## src/rtl/frp_pkg.sv

```systemverilog
package frp_pkg;
    typedef enum logic [1:0] {
        ST_START = 2'd0,
        ST_RUN   = 2'd1,
        ST_HOLD  = 2'd2,
        ST_LATCH = 2'd3
    } frp_state_e;
endpackage

```

## src/rtl/frp_hold_timer.sv

```systemverilog
module frp_hold_timer #(
    parameter int W = 4
) (
    input  logic         clk,
    input  logic         rst_n,
    input  logic         run,
    input  logic         restart,
    input  logic         tick,
    input  logic [W-1:0] len,
    output logic         done
);
    logic [W-1:0] cnt_q;
    logic [W:0]   cnt_inc;

    assign cnt_inc = {1'b0, cnt_q} + 1'b1;
    assign done    = run && tick && !restart && (cnt_inc >= {1'b0, len});

    always_ff @(posedge clk) begin
        if (!rst_n || !run || restart) begin
            cnt_q <= '0;
        end else if (tick && !done) begin
            cnt_q <= cnt_inc[W-1:0];
        end
    end

    // a fault during the hold restarts the count
    assert_hold_restart_R3: assert property (@(posedge clk) disable iff (!rst_n)
        (run && restart) |=> (cnt_q == '0));
endmodule

```

## src/rtl/frp_window.sv

```systemverilog
module frp_window #(
    parameter int W = 12
) (
    input  logic         clk,
    input  logic         rst_n,
    input  logic         active,
    input  logic         start,
    input  logic         tick,
    input  logic [W-1:0] interval,
    output logic         expire
);
    logic [W-1:0] win_q;
    logic [W:0]   win_inc;

    assign win_inc = {1'b0, win_q} + 1'b1;
    assign expire  = active && tick && (win_inc >= {1'b0, interval});

    always_ff @(posedge clk) begin
        if (!rst_n || start || expire || !active) begin
            win_q <= '0;
        end else if (tick) begin
            win_q <= win_inc[W-1:0];
        end
    end

    // the window counter never runs past its length
    assert_window_bound_R5: assert property (@(posedge clk) disable iff (!rst_n)
        (active && $stable(interval) && interval != '0) |-> (win_q < interval));
endmodule

```

## src/rtl/frp_restore_cnt.sv

```systemverilog
module frp_restore_cnt #(
    parameter int W = 4
) (
    input  logic         clk,
    input  logic         rst_n,
    input  logic         clear,
    input  logic         restore,
    input  logic         expire,
    input  logic [W-1:0] limit,
    output logic         reach,
    output logic         fresh,
    output logic         empty
);
    logic [W-1:0] cnt_q;
    logic [W-1:0] base;
    logic [W:0]   base_inc;

    assign base     = expire ? '0 : cnt_q;
    assign base_inc = {1'b0, base} + 1'b1;
    assign fresh    = (base == '0);
    assign empty    = (cnt_q == '0);
    assign reach    = !clear && restore && (base_inc >= {1'b0, limit});

    always_ff @(posedge clk) begin
        if (!rst_n || clear) begin
            cnt_q <= '0;
        end else if (restore) begin
            cnt_q <= base_inc[W-1:0];
        end else begin
            cnt_q <= base;
        end
    end

    // a clear empties the counter
    assert_clear_empties_R6: assert property (@(posedge clk) disable iff (!rst_n)
        clear |=> empty);
    // an expired window with no restore leaves the counter empty
    assert_expire_empties_R5: assert property (@(posedge clk) disable iff (!rst_n)
        (expire && !restore) |=> empty);
endmodule

```

## src/rtl/fault_restore_ctrl.sv

```systemverilog
module fault_restore_ctrl
    import frp_pkg::*;
#(
    parameter int HOLD_W  = 4,
    parameter int LIMIT_W = 4,
    parameter int MULT_W  = 4
) (
    input  logic               clk,
    input  logic               rst_n,
    input  logic               fault_i,
    input  logic               tick_i,
    input  logic [HOLD_W-1:0]  cfg_hold,
    input  logic [LIMIT_W-1:0] cfg_limit,
    input  logic [MULT_W-1:0]  cfg_mult,
    input  logic               clear_i,
    input  logic               manual_en_i,
    input  logic               manual_val_i,
    output logic               protect_o,
    output logic               latched_o
);
    localparam int WIN_W = HOLD_W + LIMIT_W + MULT_W;

    frp_state_e state_q, state_d;

    logic [HOLD_W-1:0]  hold_eff;
    logic [LIMIT_W-1:0] limit_eff;
    logic [MULT_W-1:0]  mult_eff;
    logic [WIN_W-1:0]   interval;
    logic timing_run, hold_done, restore, reach, fresh, empty, expire, win_active;
    logic auto_prot;

    assign hold_eff  = (cfg_hold  == '0) ? HOLD_W'(1)  : cfg_hold;
    assign limit_eff = (cfg_limit == '0) ? LIMIT_W'(1) : cfg_limit;
    assign mult_eff  = (cfg_mult  == '0) ? MULT_W'(1)  : cfg_mult;
    assign interval  = WIN_W'(hold_eff) * WIN_W'(limit_eff) * WIN_W'(mult_eff);

    assign timing_run = (state_q == ST_START) || (state_q == ST_HOLD);
    assign restore    = (state_q == ST_HOLD) && hold_done;
    assign win_active = !empty && (state_q != ST_LATCH);

    frp_hold_timer #(.W(HOLD_W)) u_hold (
        .clk(clk), .rst_n(rst_n), .run(timing_run), .restart(fault_i),
        .tick(tick_i), .len(hold_eff), .done(hold_done)
    );

    frp_window #(.W(WIN_W)) u_window (
        .clk(clk), .rst_n(rst_n), .active(win_active), .start(restore && fresh),
        .tick(tick_i), .interval(interval), .expire(expire)
    );

    frp_restore_cnt #(.W(LIMIT_W)) u_count (
        .clk(clk), .rst_n(rst_n), .clear(clear_i), .restore(restore),
        .expire(expire), .limit(limit_eff), .reach(reach), .fresh(fresh),
        .empty(empty)
    );

    always_comb begin
        state_d = state_q;
        unique case (state_q)
            ST_START: if (hold_done) state_d = ST_RUN;
            ST_RUN:   if (fault_i)   state_d = ST_HOLD;
            ST_HOLD:  if (hold_done) state_d = reach ? ST_LATCH : ST_RUN;
            ST_LATCH: if (clear_i)   state_d = ST_START;
            default:                 state_d = ST_START;
        endcase
    end

    always_ff @(posedge clk) begin
        if (!rst_n) begin
            state_q <= ST_START;
        end else begin
            state_q <= state_d;
        end
    end

    always_comb begin
        auto_prot = (state_q == ST_RUN) && !fault_i;
        latched_o = (state_q == ST_LATCH);
        protect_o = manual_en_i ? manual_val_i : auto_prot;
    end

    // a fault forces the enable low in the same cycle
    assert_fault_low_R2: assert property (@(posedge clk) disable iff (!rst_n)
        (fault_i && !manual_en_i) |-> !protect_o);
    // lockout keeps the enable low
    assert_latch_low_R4: assert property (@(posedge clk) disable iff (!rst_n)
        (latched_o && !manual_en_i) |-> !protect_o);
    // lockout persists until a clear
    assert_latch_holds_R4: assert property (@(posedge clk) disable iff (!rst_n)
        (latched_o && !clear_i) |=> latched_o);
    // a clear always leaves lockout
    assert_clear_unlocks_R6: assert property (@(posedge clk) disable iff (!rst_n)
        clear_i |=> !latched_o);
endmodule

```

## config.mk

```make
export PLATFORM = sky130hd
export DESIGN_NAME = fault_restore_ctrl
export DESIGN_NICKNAME = d
export VERILOG_FILES = /design/src/rtl/frp_pkg.sv /design/src/rtl/frp_hold_timer.sv /design/src/rtl/frp_window.sv /design/src/rtl/frp_restore_cnt.sv /design/src/rtl/fault_restore_ctrl.sv
export SDC_FILE = /design/constraint.sdc
export NUM_CORES = 1
export LEC_CHECK = 0
export ABC_CLOCK_PERIOD_IN_PS = 15300
export BUFFER_PORTS_ARGS = -buffer_cell sky130_fd_sc_hd__clkbuf_2
export CAP_MARGIN = 40
export CELL_PAD_IN_SITES_DETAIL_PLACEMENT = 2
export CELL_PAD_IN_SITES_GLOBAL_PLACEMENT = 2
export CORE_MARGIN = 1
export CORE_UTILIZATION = 41
export DETAILED_ROUTE_END_ITERATION = 8
export PLACE_DENSITY = 0.87
export SLEW_MARGIN = 20
export SYNTH_ARGS = -nofsm -noshare
export SYNTH_HDL_FRONTEND = slang
export SYNTH_SLANG_ARGS = --single-unit
```

## constraint.sdc

```tcl
create_clock -name clk -period 15.3 [get_ports clk]
set_input_delay 0.765 -clock clk [delete_from_list [all_inputs] [get_ports clk]]
set_output_delay 0.765 -clock clk [all_outputs]
set_load 0.05 [all_outputs]
```

==> results of run 1 <==
-- cell families (layout without fill, tap and decap cells) --
family,count (synthesis),count (layout),share of synthesized area [%]
buffers and inverters,38,55,5.566
AO/OA/AOI/OAI,49,49,10.93
flip-flops,22,22,14.10
multiplexers,4,4,1.282
adder cells (fa/ha/maj),68,68,31.00
AND/OR/NAND/NOR,164,164,26.19
XOR/XNOR,39,39,10.93
-- registers in the layout, indices dropped and copies added (netlist names) --
register and flops:
state_q 2, u_count.cnt_q 4, u_window.win_q 12, u_hold.cnt_q 4
-- worst register-to-register path: stages, from the launching register on --
cell,delay [ps]
sky130_fd_sc_hd__dfxtp_1,420
sky130_fd_sc_hd__ha_1,270
sky130_fd_sc_hd__nand3_1,190
sky130_fd_sc_hd__nor2_1,190
sky130_fd_sc_hd__xor2_1,240
sky130_fd_sc_hd__ha_1,240
sky130_fd_sc_hd__nand2_1,90
sky130_fd_sc_hd__or3_2,480
sky130_fd_sc_hd__a31oi_1,280
sky130_fd_sc_hd__o311ai_4,220
sky130_fd_sc_hd__nand2_1,180
sky130_fd_sc_hd__inv_1,100
sky130_fd_sc_hd__ha_1,240
sky130_fd_sc_hd__xnor2_1,150
sky130_fd_sc_hd__ha_1,190
sky130_fd_sc_hd__a211oi_1,220
sky130_fd_sc_hd__o21ai_0,120
sky130_fd_sc_hd__a32oi_1,160
sky130_fd_sc_hd__o21ai_0,100
-- power by group through the flow --
stage	clock network, uW	logic (uW)	registers [uW]
3_5_place_dp	0	197	59.3
6_report	45.3	206	58.0
4_1_cts	46.8	209	58.0
3_3_place_gp	0	176	59.3
5_1_grt	48.8	231	58.0
2_1_floorplan	0	141	59.2
-- metrics by stage --
| stage | worst slack, ps | utilization [%] | power (uW) |
|---|---|---|---|
| 5_1_grt | 5937 | 45.88 | 337.5 |
| 6_report | 6346 | 45.88 | 309.7 |
| 4_1_cts | 6352 | 45.88 | 314.0 |
| 3_5_place_dp | 6201 | 45.13 | 256.2 |
| 3_3_place_gp | 6848 | 45.13 | 235.3 |
| 2_1_floorplan | 7343 | - | 200.6 |
-- area by class of cell --
cell class	instances	area [um2]
sequential	22	440.4
fill	860	3946
inverter	31	116.4
tap	99	123.9
multi-input combinational	324	2510
clock buffer	4	55.05
timing repair buffer	20	100.1
-- layer usage --
layer	part of all wire, %	up-vias	global-route usage (%)	routed length (um)
li1	-	1332	-	-
met1	39	1383	29.21	3907
met2	54	54	52.32	5439
met3	2.5	36	4.340	250
met4	4.3	0	13.13	433
met5	0	-	0	0
-- worst min-delay path by stage --
stage,from,endpoint,slack [ps],cells after the start
floorplan,u_count.cnt_q[1]$_SDFF_PP0_,u_count.cnt_q[1]$_SDFF_PP0_,470,2
global placement,u_window.win_q[1]$_SDFFE_PP0P_,u_window.win_q[1]$_SDFFE_PP0P_,500,2
detailed placement,u_count.cnt_q[0]$_SDFF_PP0_,u_count.cnt_q[0]$_SDFF_PP0_,530,2
CTS,u_hold.cnt_q[1]$_SDFFE_PP0P_,u_hold.cnt_q[1]$_SDFFE_PP0P_,570,2
global route,u_hold.cnt_q[3]$_SDFFE_PP0P_,u_hold.cnt_q[3]$_SDFFE_PP0P_,610,2
finish,u_hold.cnt_q[1]$_SDFFE_PP0P_,u_hold.cnt_q[1]$_SDFFE_PP0P_,560,2
-- layout by cell type (no fill, tap or decap), drive strengths merged, types with 2 or more instances in the layout --
cell type,instances
nor2b,5
xor2,19
o21a,3
clkbuf,24
inv,31
nor2,47
or3,2
and2,30
xnor2,20
nand2,41
a21oi,14
dfxtp,22
mux2i,4
ha,51
a31oi,4
and4,2
a211oi,3
nand2b,4
nand3,11
o21ai,10
and3,7
fa,16
nand4,5
a21o,4
or2,2
nor3,4
==> impl_metrics.prom, run 1 <==
# TYPE chip_impl_metric gauge
chip_impl_info{name="status",value="finished clean"} 1
chip_impl_metric{name="worst_r2r_path_depth",unit=""} 18
chip_impl_metric{name="max_slew.worst_pin.slew",unit="ps"} 656.4
chip_impl_metric{name="gp_congestion",unit=""} 0.7351
chip_impl_metric{name="die_height",unit="um"} 89.30
chip_impl_metric{name="cts-root-to-sink-buffers",unit=""} 2
chip_impl_metric{name="netSwitchingPower",unit="uW"} 142.2
chip_impl_metric{name="fmax",unit="MHz"} 111.7
chip_impl_info{name="root_buffer",value="sky130_fd_sc_hd__clkbuf_8"} 1
chip_impl_metric{name="period_share",unit="%"} 58.52
chip_impl_info{name="netlist.top_cell.by_area",value="sky130_fd_sc_hd__ha_1"} 1
chip_impl_metric{name="critical_path_required",unit="ps"} 15470
chip_impl_metric{name="synthesis.nets",unit=""} 470
chip_impl_metric{name="pwr_density_cell",unit="nW/um2"} 92.56
chip_impl_metric{name="finalWorstPathRequiredPeriod",unit="ps"} 8954
chip_impl_metric{name="ys_seq_elements",unit=""} 22
chip_impl_metric{name="final_antenna_net_count",unit=""} 0
chip_impl_info{name="worst_setup_path_start_kind",value="input pin"} 1
chip_impl_metric{name="core.rowCount",unit=""} 31
chip_impl_info{name="unrepaired_setup_endpoints_after_global_routing",value="no"} 1
chip_impl_metric{name="flow.area_growth_from_synthesis",unit="%"} 7.089
chip_impl_metric{name="initial_antenna_violation_count",unit=""} 0
chip_impl_metric{name="grt_max_degree",unit=""} 13
chip_impl_metric{name="worst-path-buf-inv",unit=""} 5
chip_impl_metric{name="clock_sink_count",unit=""} 22
chip_impl_info{name="cts_tree",value="done"} 1
chip_impl_metric{name="first_global_vias",unit=""} 3230
chip_impl_metric{name="ir_drop",unit="uV"} 49.14
chip_impl_metric{name="design.core.area",unit="um2"} 7292
chip_impl_metric{name="setup_violations",unit=""} 0
chip_impl_metric{name="post_cts_resize_count",unit=""} 0
chip_impl_metric{name="clock_power_share",unit="%"} 14.6
chip_impl_metric{name="floorplan.die.width",unit="um"} 89.30
chip_impl_metric{name="power_switching_share",unit="%"} 45.93
chip_impl_metric{name="final-max-slew-violation-count",unit=""} 0
chip_impl_metric{name="drt_iter0_drc",unit=""} 45
chip_impl_metric{name="route.vias.total",unit=""} 2805
chip_impl_metric{name="max_slew_margin",unit="%"} 56.24
chip_impl_metric{name="avgSynthCellArea",unit="um2"} 8.136
chip_impl_metric{name="critical_path.max_stage_delay",unit="ps"} 580
chip_impl_metric{name="final_layout_size_suffix_gt1_share",unit="%"} 9.476
chip_impl_info{name="worst-setup-path-type",value="input pin to register"} 1
chip_impl_metric{name="power_leakage",unit="uW"} 0.001594
chip_impl_info{name="end_of_the_worst_register_to_register_path",value="state_q[1]$_SDFFE_PN0P_"} 1
chip_impl_metric{name="synthDominantCellAreaShare",unit="%"} 20.42
chip_impl_metric{name="pwr-share-comb",unit="%"} 66.6
chip_impl_metric{name="cell_area_after_synthesis",unit="um2"} 3124
chip_impl_info{name="yosys-top-cells-area",value="sky130_fd_sc_hd__ha_1 20%, sky130_fd_sc_hd__dfxtp_1 14%, sky130_fd_sc_hd__fa_1 10%, sky130_fd_sc_hd__nor2_1 5.6%, sky130_fd_sc_hd__and2_1 5.6%"} 1
chip_impl_metric{name="synth_async_sr_flop_share",unit="%"} 0
chip_impl_metric{name="number_of_cts_inserted_buffers",unit=""} 3
chip_impl_metric{name="p_int",unit="uW"} 167.4
chip_impl_info{name="timing.hold.worst.class",value="register to register"} 1
chip_impl_info{name="startpoint",value="cfg_hold[3]"} 1
chip_impl_metric{name="dpl.hpwl",unit="um"} 7960
chip_impl_metric{name="grt_pass1_wl",unit="um"} 16160
chip_impl_metric{name="cts_setup_buffers",unit=""} 0
chip_impl_metric{name="crit_arrival",unit="ps"} 9120
chip_impl_metric{name="timing.clock.skew",unit="ps"} 6.086
chip_impl_metric{name="drc",unit=""} 0
chip_impl_info{name="synth_common_cells",value="51 x sky130_fd_sc_hd__ha_1, 47 x sky130_fd_sc_hd__nor2_1, 41 x sky130_fd_sc_hd__nand2_1, 31 x sky130_fd_sc_hd__inv_1, 28 x sky130_fd_sc_hd__and2_1"} 1
chip_impl_metric{name="fp.dieArea",unit="um2"} 7974
chip_impl_info{name="critical_path.top_delay_family",value="adder cells"} 1
chip_impl_metric{name="start_util",unit="%"} 42.84
chip_impl_info{name="critical_path.slowest_cell",value="sky130_fd_sc_hd__fa_1"} 1
chip_impl_metric{name="dp_cells",unit=""} 496
chip_impl_metric{name="critical_path_cell_count",unit=""} 35
chip_impl_metric{name="synth-edff-count",unit=""} 0
chip_impl_metric{name="critical_path_peak_fanout",unit=""} 8
chip_impl_metric{name="drt_wl_total",unit="um"} 10030
chip_impl_metric{name="htree_levels",unit=""} 1
chip_impl_metric{name="drt-pass1-iter-count",unit=""} 4
chip_impl_info{name="critical_path_endpoint_category",value="register"} 1
chip_impl_metric{name="detailed_place.area",unit="um2"} 3291
chip_impl_metric{name="post_drt_via_cell_ratio",unit=""} 5.610
chip_impl_metric{name="fin_tns_setup",unit="ps"} 0
chip_impl_metric{name="synth_cell_type_count",unit=""} 50
chip_impl_metric{name="cts_hold_repair.buffers",unit=""} 0
chip_impl_metric{name="globalRouteOverflowTotal",unit=""} 0
chip_impl_metric{name="design.portCount",unit=""} 21
chip_impl_metric{name="routed_wire_length_per_instance",unit="um"} 20.06
chip_impl_metric{name="number_of_non_filler_instances_in_the_completed_layout",unit=""} 500
chip_impl_info{name="top_count_cell_post_synth",value="sky130_fd_sc_hd__ha_1"} 1
chip_impl_metric{name="buffer_ports.inserted",unit=""} 20
chip_impl_metric{name="clk_transition_reported_paths",unit="ps"} 90
chip_impl_info{name="dominant_synthesized_flop_cell",value="sky130_fd_sc_hd__dfxtp_1"} 1
chip_impl_metric{name="antennaDiodeCount",unit=""} 0
chip_impl_metric{name="final.hold.worst_slack",unit="ps"} 559.6
chip_impl_metric{name="pwr-share-seq",unit="%"} 18.7
chip_impl_metric{name="design_area",unit="um2"} 3346
chip_impl_metric{name="yosysSeqAreaShare",unit="%"} 14.10
chip_impl_metric{name="ys_warn_count",unit=""} 0
chip_impl_metric{name="clkLatencyLatePin",unit="ps"} 270
chip_impl_info{name="critical_path.reg2reg.startpoint",value="u_window.win_q[0]$_SDFFE_PP0P_"} 1
chip_impl_info{name="critical_path.most_common_cell",value="sky130_fd_sc_hd__ha_1"} 1
chip_impl_metric{name="nets",unit=""} 488
chip_impl_metric{name="post_synthesis_cells",unit=""} 384
chip_impl_metric{name="max_cap_violations",unit=""} 0
chip_impl_metric{name="global_routing_usage_summed_across_all_routing_layers",unit="%"} 27.41
chip_impl_metric{name="total_count_of_hold_check_failures_in_the_final_report",unit=""} 0
chip_impl_metric{name="timing.reg2reg.setup_slack",unit="ps"} 11120
chip_impl_info{name="crit_end",value="state_q[1]$_SDFFE_PN0P_"} 1
Note: power is estimated with default switching activity, not from simulation.
==> inputs of run 2 (changes only) <==
- ABC_CLOCK_PERIOD_IN_PS: 15300 -> 9000
- CORE_UTILIZATION: 41 -> 38
- PLACE_DENSITY: 0.87 -> 0.81
- clock period: 15.3 -> 9 ns (I/O delays scaled with it)
==> run 2 against run 1 <==
- clock-buffer cell count fell by 1
- register-to-register slack got worse by 6200 ps
- sequential cell count did not move
- via count fell by 2.2%
- sequential share of layout area fell by 0.078 points
- core utilization fell by 3.0 points
- cell count rose by 0.60%
- critical path type unchanged
- largest cell class unchanged
==> impl_metrics.prom, run 2 (synthesis gave the netlist of run 1 again) <==
# TYPE chip_impl_metric gauge
chip_impl_info{name="status",value="finished clean"} 1
chip_impl_info{name="most_common_cell_after_layout_fill_and_taps_aside",value="sky130_fd_sc_hd__ha_1"} 1
chip_impl_metric{name="initial_antenna_violation_count",unit=""} 0
chip_impl_metric{name="wl_met1",unit="um"} 3717
chip_impl_metric{name="post_cts_resize_count",unit=""} 0
chip_impl_metric{name="critical_path_peak_fanout",unit=""} 8
chip_impl_metric{name="final-max-slew-violation-count",unit=""} 0
chip_impl_metric{name="design.portCount",unit=""} 21
chip_impl_metric{name="final_antenna_net_count",unit=""} 0
chip_impl_info{name="top_flop_regs",value="u_window.win_q: 12 flops, u_count.cnt_q: 4 flops, u_hold.cnt_q: 4 flops"} 1
chip_impl_metric{name="fin_tns_setup",unit="ps"} 0
chip_impl_info{name="top_layer",value="met4"} 1
chip_impl_metric{name="final.hold.worst_slack",unit="ps"} 484.5
chip_impl_metric{name="timing.clock.skew",unit="ps"} 9.812
chip_impl_metric{name="cts_hold_repair.buffers",unit=""} 0
chip_impl_info{name="root_buffer",value="sky130_fd_sc_hd__clkbuf_8"} 1
chip_impl_metric{name="final_layout_size_suffix_gt1_share",unit="%"} 9.476
chip_impl_metric{name="drt-pass1-iter-count",unit=""} 4
chip_impl_metric{name="max_slew.worst_pin.slew",unit="ps"} 630.0
chip_impl_metric{name="multiInputGateArea",unit="um2"} 2510
chip_impl_metric{name="die_height",unit="um"} 92.68
chip_impl_info{name="timing.hold.worst.class",value="input pin to register"} 1
chip_impl_metric{name="drt_wl_total",unit="um"} 8688
chip_impl_metric{name="core.rowCount",unit=""} 32
chip_impl_metric{name="cts_setup_buffers",unit=""} 0
chip_impl_metric{name="fp.dieArea",unit="um2"} 8589
chip_impl_info{name="critical_path.most_common_cell",value="sky130_fd_sc_hd__ha_1"} 1
chip_impl_metric{name="design.core.area",unit="um2"} 7848
chip_impl_metric{name="fmax",unit="MHz"} 119.6
chip_impl_metric{name="gp_congestion",unit=""} 0.7798
chip_impl_metric{name="start_util",unit="%"} 39.81
chip_impl_metric{name="drc",unit=""} 0
chip_impl_info{name="critical_path.reg2reg.startpoint",value="u_window.win_q[4]$_SDFFE_PP0P_"} 1
chip_impl_metric{name="largest_reg_flops",unit=""} 12
chip_impl_metric{name="global_routing_usage_summed_across_all_routing_layers",unit="%"} 21.46
chip_impl_metric{name="detailroute.wirelength.met3",unit="um"} 150
chip_impl_metric{name="number_of_cts_inserted_buffers",unit=""} 3
chip_impl_metric{name="antennaDiodeCount",unit=""} 0
chip_impl_metric{name="flow.area_growth_from_synthesis",unit="%"} 7.729
chip_impl_info{name="critical_path_endpoint_category",value="register"} 1
chip_impl_metric{name="clock_sink_count",unit=""} 22
chip_impl_metric{name="finalWorstPathRequiredPeriod",unit="ps"} 8360
chip_impl_metric{name="route.vias.total",unit=""} 2742
chip_impl_metric{name="pwr_density_cell",unit="nW/um2"} 156.8
chip_impl_metric{name="period_share",unit="%"} 92.89
chip_impl_metric{name="dpl.hpwl",unit="um"} 7500
chip_impl_info{name="unrepaired_setup_endpoints_after_global_routing",value="no"} 1
chip_impl_metric{name="post_drt_via_cell_ratio",unit=""} 5.451
chip_impl_metric{name="worst_r2r_path_depth",unit=""} 18
chip_impl_metric{name="max_slew_margin",unit="%"} 57.55
chip_impl_metric{name="clk_transition_reported_paths",unit="ps"} 100
chip_impl_metric{name="nets",unit=""} 488
chip_impl_metric{name="sequential_cell_area",unit="um2"} 440.4
chip_impl_metric{name="dr_wl_met2",unit="um"} 4710
chip_impl_info{name="worst_setup_path_start_kind",value="input pin"} 1
chip_impl_metric{name="total_count_of_hold_check_failures_in_the_final_report",unit=""} 0
chip_impl_metric{name="drt_iter0_drc",unit=""} 49
chip_impl_info{name="critical_path.slowest_cell",value="sky130_fd_sc_hd__fa_1"} 1
chip_impl_info{name="end_of_the_worst_register_to_register_path",value="state_q[1]$_SDFFE_PN0P_"} 1
chip_impl_metric{name="routed_wire_length_per_instance",unit="um"} 17.27
chip_impl_metric{name="globalRouteOverflowTotal",unit=""} 0
chip_impl_metric{name="power_leakage",unit="uW"} 0.001601
chip_impl_metric{name="cts-root-to-sink-buffers",unit=""} 2
chip_impl_metric{name="clkLatencyLatePin",unit="ps"} 280
chip_impl_metric{name="timing.reg2reg.setup_slack",unit="ps"} 4930
chip_impl_info{name="startpoint",value="cfg_hold[3]"} 1
chip_impl_metric{name="max_cap_violations",unit=""} 0
chip_impl_metric{name="htree_levels",unit=""} 1
chip_impl_metric{name="setup_violations",unit=""} 0
chip_impl_metric{name="crit_arrival",unit="ps"} 8530
chip_impl_metric{name="critical_path.max_stage_delay",unit="ps"} 540
chip_impl_info{name="most_flop_heavy_register",value="u_window.win_q"} 1
chip_impl_info{name="worst-setup-path-type",value="input pin to register"} 1
chip_impl_metric{name="nFillCells",unit=""} 930
chip_impl_metric{name="first_global_vias",unit=""} 3027
chip_impl_info{name="most-common-layout-cells",value="51 x sky130_fd_sc_hd__ha_1, 47 x sky130_fd_sc_hd__nor2_1, 41 x sky130_fd_sc_hd__nand2_1, 31 x sky130_fd_sc_hd__inv_1, 28 x sky130_fd_sc_hd__and2_1"} 1
chip_impl_metric{name="floorplan.die.width",unit="um"} 92.68
chip_impl_info{name="crit_end",value="state_q[1]$_SDFFE_PN0P_"} 1
chip_impl_metric{name="buffer_ports.inserted",unit=""} 20
chip_impl_metric{name="ir_drop",unit="uV"} 80.22
chip_impl_metric{name="critical_path_required",unit="ps"} 9170
chip_impl_metric{name="grt_max_degree",unit=""} 14
chip_impl_metric{name="grt_pass1_wl",unit="um"} 14730
chip_impl_info{name="cts_tree",value="done"} 1
## run 2: cell types whose count changed in the layout (fill, tap and decap cells not counted)
cell and change:
sky130_fd_sc_hd__clkbuf_8 -1, sky130_fd_sc_hd__bufinv_16 +1
## run 2: layer usage
layer  GRT usage (%)  up-vias
met2           41.48       29
met4           3.846        0
li1                -     1322
met1           25.09     1375
met3           2.956       16
met5               0        -
## run 2: worst min path at each step
stage,slack (ps),to,cells past startpoint,startpoint
floorplan,470,u_count.cnt_q[1]$_SDFF_PP0_,2,u_count.cnt_q[1]$_SDFF_PP0_
global placement,500,u_window.win_q[1]$_SDFFE_PP0P_,2,u_window.win_q[1]$_SDFFE_PP0P_
detailed placement,520,u_hold.cnt_q[3]$_SDFFE_PP0P_,2,u_hold.cnt_q[3]$_SDFFE_PP0P_
CTS,490,u_count.cnt_q[1]$_SDFF_PP0_,3,clear_i
global route,490,u_count.cnt_q[1]$_SDFF_PP0_,3,clear_i
finish,480,u_count.cnt_q[1]$_SDFF_PP0_,3,clear_i
## run 2: final cells by class
type | instances | share of cell area (%)
Multi-Input combinational cell | 324 | 74.57
Sequential cell | 22 | 13.09
Tap cell | 102 | 3.792
Inverter | 31 | 3.457
Timing Repair Buffer | 20 | 2.974
Clock buffer | 3 | 1.227
Clock inverter | 1 | 0.8922
## run 2: power by group
part	switching (uW)	internal (uW)	total, uW	leakage [uW]
sequential	0.794	97.8	98.6	0.000177
combinational	187	143	331	0.00139
clock	39.1	59.6	98.7	0.0000357
## run 2: through the flow
stage | instances | power, uW | setup slack (ps) | cell area (um2) | util, %
after floorplan | 384 | 341.0 | 1358 | 3124 | -
after global placement | 499 | 401.8 | 857.5 | 3294 | 41.98
after detailed placement | 499 | 434.2 | 319.0 | 3294 | 41.98
after CTS | 503 | 535.5 | 620.0 | 3366 | 42.89
after global routing | 503 | 576.0 | 59.58 | 3366 | 42.89
final | 503 | 527.9 | 639.7 | 3366 | 42.89
## run 2: critical path: cells and delay by family
family / cells / cell delay [ps]
buffers and inverters: 5 / 380
XOR/XNOR: 2 / 270
adder cells (fa/ha/maj): 9 / 3460
AO/OA/AOI/OAI: 13 / 2750
AND/OR/NAND/NOR: 6 / 1230
==> inputs of run 3 (changes only) <==
--- a/config.mk
+++ b/config.mk
@@ -7,3 +7,3 @@
 export LEC_CHECK = 0
-export ABC_CLOCK_PERIOD_IN_PS = 9000
+export ABC_CLOCK_PERIOD_IN_PS = 6900
 export BUFFER_PORTS_ARGS = -buffer_cell sky130_fd_sc_hd__clkbuf_2
@@ -13,5 +13,5 @@
 export CORE_MARGIN = 1
-export CORE_UTILIZATION = 38
+export CORE_UTILIZATION = 34
 export DETAILED_ROUTE_END_ITERATION = 8
-export PLACE_DENSITY = 0.81
+export PLACE_DENSITY = 0.77
 export SLEW_MARGIN = 20
==> constraint.sdc (replaced) <==
create_clock -name clk -period 6.9 [get_ports clk]
set_input_delay 0.345 -clock clk [delete_from_list [all_inputs] [get_ports clk]]
set_output_delay 0.345 -clock clk [all_outputs]
set_load 0.01 [all_outputs]
==> run 3 against run 2 <==
- the flow now finishes with violations (setup timing)
- total power grew 82%
- first-iteration DRC count grew 53%
- sequential cell count is the same
- non-clock buffer count grew 45
- critical endpoint unchanged
- largest cell class unchanged
- largest power group unchanged
- highest routed layer unchanged
==> impl_metrics.prom, run 3 (synthesis gave the netlist of run 1 again) <==
# TYPE chip_impl_metric gauge
chip_impl_metric{name="grt_max_degree",unit=""} 13
chip_impl_info{name="worst_setup_path_start_kind",value="input pin"} 1
chip_impl_metric{name="clk_transition_reported_paths",unit="ps"} 90
chip_impl_info{name="critical_path.top_delay_family",value="adder cells"} 1
chip_impl_metric{name="route.vias.total",unit=""} 3080
chip_impl_metric{name="drc",unit=""} 0
chip_impl_metric{name="floorplan.die.width",unit="um"} 97.86
chip_impl_metric{name="first_global_vias",unit=""} 3494
chip_impl_metric{name="core.rowCount",unit=""} 34
chip_impl_metric{name="grt_pass1_wl",unit="um"} 18460
chip_impl_metric{name="utilization",unit="%"} 47.39
chip_impl_metric{name="global_routing_usage_summed_across_all_routing_layers",unit="%"} 25.05
chip_impl_metric{name="final-max-slew-violation-count",unit=""} 0
chip_impl_info{name="status",value="complete, but fails checks"} 1
chip_impl_metric{name="period_share",unit="%"} 107.1
chip_impl_metric{name="globalRouteOverflowTotal",unit=""} 0
chip_impl_metric{name="max_cap_violations",unit=""} 0
chip_impl_info{name="top_flop_regs",value="u_window.win_q: 12 flops, u_count.cnt_q: 4 flops, u_hold.cnt_q: 4 flops"} 1
chip_impl_metric{name="drt_iter0_drc",unit=""} 75
chip_impl_info{name="most_flop_heavy_register",value="u_window.win_q"} 1
chip_impl_info{name="unrepaired_setup_endpoints_after_global_routing",value="yes"} 1
chip_impl_metric{name="cts_hold_repair.buffers",unit=""} 0
chip_impl_metric{name="max_slew_margin",unit="%"} 56.61
chip_impl_metric{name="critical_path_peak_fanout",unit=""} 4
chip_impl_metric{name="routed_wire_length_per_instance",unit="um"} 24.82
chip_impl_metric{name="design.portCount",unit=""} 21
chip_impl_metric{name="flow.area_growth_from_synthesis",unit="%"} 33.56
chip_impl_metric{name="clkLatencyLatePin",unit="ps"} 280
chip_impl_metric{name="design_area",unit="um2"} 4173
chip_impl_metric{name="gp_congestion",unit=""} 0.8055
chip_impl_metric{name="timing.final.ws_setup",unit="ps"} -486.6
chip_impl_metric{name="finalWorstPathRequiredPeriod",unit="ps"} 7387
chip_impl_metric{name="number_of_cts_inserted_buffers",unit=""} 3
chip_impl_metric{name="number_of_non_filler_instances_in_the_completed_layout",unit=""} 554
chip_impl_metric{name="htree_levels",unit=""} 1
chip_impl_info{name="root_buffer",value="sky130_fd_sc_hd__clkbuf_8"} 1
chip_impl_info{name="critical_path.slowest_cell",value="sky130_fd_sc_hd__fa_1"} 1
chip_impl_metric{name="crit_arrival",unit="ps"} 7560
chip_impl_metric{name="total_count_of_hold_check_failures_in_the_final_report",unit=""} 0
chip_impl_metric{name="final.hold.worst_slack",unit="ps"} 420.6
chip_impl_metric{name="critical_path_required",unit="ps"} 7070
chip_impl_metric{name="post_drt_via_cell_ratio",unit=""} 5.560
chip_impl_metric{name="timing.clock.skew",unit="ps"} 4.365
chip_impl_metric{name="worst-path-buf-inv",unit=""} 7
chip_impl_metric{name="nets",unit=""} 533
chip_impl_metric{name="detailedPlace.worstSlack",unit="ps"} -807.0
chip_impl_metric{name="fmax",unit="MHz"} 135.4
chip_impl_metric{name="ir_drop",unit="uV"} 92.20
chip_impl_metric{name="start_util",unit="%"} 35.48
chip_impl_metric{name="design.core.area",unit="um2"} 8806
chip_impl_metric{name="power_leakage",unit="uW"} 0.001878
chip_impl_metric{name="critical_path.max_stage_delay",unit="ps"} 560
chip_impl_info{name="worst-setup-path-type",value="input pin to register"} 1
chip_impl_info{name="most_common_cell_after_layout_fill_and_taps_aside",value="sky130_fd_sc_hd__ha_1"} 1
chip_impl_metric{name="largest_reg_flops",unit=""} 12
chip_impl_metric{name="dpl.hpwl",unit="um"} 7767
chip_impl_info{name="failing_checks",value="setup timing"} 1
chip_impl_metric{name="initial_antenna_violation_count",unit=""} 0
chip_impl_metric{name="drt-pass1-iter-count",unit=""} 4
chip_impl_metric{name="clock_sink_count",unit=""} 22
chip_impl_info{name="timing.hold.worst.class",value="input pin to register"} 1
chip_impl_info{name="most-common-layout-cells",value="41 x sky130_fd_sc_hd__ha_1, 39 x sky130_fd_sc_hd__buf_4, 37 x sky130_fd_sc_hd__nand2_1, 32 x sky130_fd_sc_hd__nor2_1, 25 x sky130_fd_sc_hd__and2_1"} 1
chip_impl_metric{name="detailed_place.area",unit="um2"} 3626
chip_impl_metric{name="dp_cells",unit=""} 537
chip_impl_info{name="cts_tree",value="done"} 1
chip_impl_metric{name="drt_wl_total",unit="um"} 13750
chip_impl_metric{name="antennaDiodeCount",unit=""} 0
chip_impl_metric{name="cts-root-to-sink-buffers",unit=""} 2
chip_impl_metric{name="die_height",unit="um"} 97.86
chip_impl_info{name="critical_path_endpoint_category",value="register"} 1
chip_impl_metric{name="pwr_density_cell",unit="nW/um2"} 229.9
chip_impl_metric{name="final_antenna_net_count",unit=""} 0
chip_impl_metric{name="buffer_ports.inserted",unit=""} 20
chip_impl_metric{name="setup_violations",unit=""} 14
chip_impl_metric{name="nFillCells",unit=""} 951
chip_impl_metric{name="max_slew.worst_pin.slew",unit="ps"} 644.0
chip_impl_metric{name="fp.dieArea",unit="um2"} 9577
chip_impl_metric{name="final_layout_size_suffix_gt1_share",unit="%"} 32.06
run 3: cell count changes in the layout (fill, tap and decap cells not counted), moves of 7 or more:
cell	previous run	this run
sky130_fd_sc_hd__buf_4	0	39
sky130_fd_sc_hd__nor2_1	47	32
sky130_fd_sc_hd__nor2_4	0	13
sky130_fd_sc_hd__ha_1	51	41
sky130_fd_sc_hd__ha_4	0	7
sky130_fd_sc_hd__inv_1	31	24
run 3: timing repair:
item | CTS | global route
setup buffers | 9 | 4
gates cloned | 1 | 0
endpoints found under the setup margin | 13 | 16
resized for setup | 45 | 43
pin swaps | 33 | 16
run 3: per-stage QoR:
step / power (uW) / setup TNS [ps]
after floorplan: 465.8 / -197.0
after global placement: 631.5 / -355.8
after detailed placement: 677.3 / -5149
after CTS: 826.0 / -1465
after global routing: 1021 / -7028
final: 959.3 / -2899
run 3: metal layers:
layer  share of wire, %  vias up  wire [um]  GRT usage [%]
met5                  0        -          0              0
met4                5.9        0        807          9.907
met3                2.4       51        324          3.508
met2                 56       76       7641          50.38
met1                 36     1540       4975          25.58
li1                   -     1413          -              -
run 3: path summary, 6_finish.rpt:
path / start / endpoint / slack [ps] / depth (start not counted)
setup / recovery: cfg_hold[2] / state_q[1]$_SDFFE_PN0P_ / -490 / 34
hold / removal: clear_i / state_q[0]$_SDFFE_PN0P_ / 420 / 4
setup reg to reg: u_window.win_q[0]$_SDFFE_PP0P_ / state_q[1]$_SDFFE_PN0P_ / 2810 / 18
hold reg to reg: u_count.cnt_q[3]$_SDFF_PP0_ / state_q[1]$_SDFFE_PN0P_ / 570 / 2
run 3: layout make-up:
cell class / instances / area, um2 / area share (%)
multi-input combinational: 324 / 2915 / 69.87
timing repair buffer: 65 / 505.5 / 12.11
sequential: 22 / 440.4 / 10.55
tap: 108 / 135.1 / 3.238
inverter: 31 / 121.4 / 2.909
clock buffer: 4 / 55.05 / 1.319
run 3: worst min-delay path, cell delays in order:
cell and delay, ps:
sky130_fd_sc_hd__clkbuf_2 100, sky130_fd_sc_hd__mux2i_1 70, sky130_fd_sc_hd__nand2_1 60, sky130_fd_sc_hd__a21boi_0 70
run 3: where the power goes:
| part | total, uW | switching (uW) | internal [uW] | leakage [uW] |
|---|---|---|---|---|
| sequential | 129 | 1.19 | 128 | 0.000177 |
| combinational | 730 | 384 | 346 | 0.00167 |
| clock | 101 | 49.6 | 51.2 | 0.0000288 |
| total | 959 | 434 | 525 | 0.00188 |
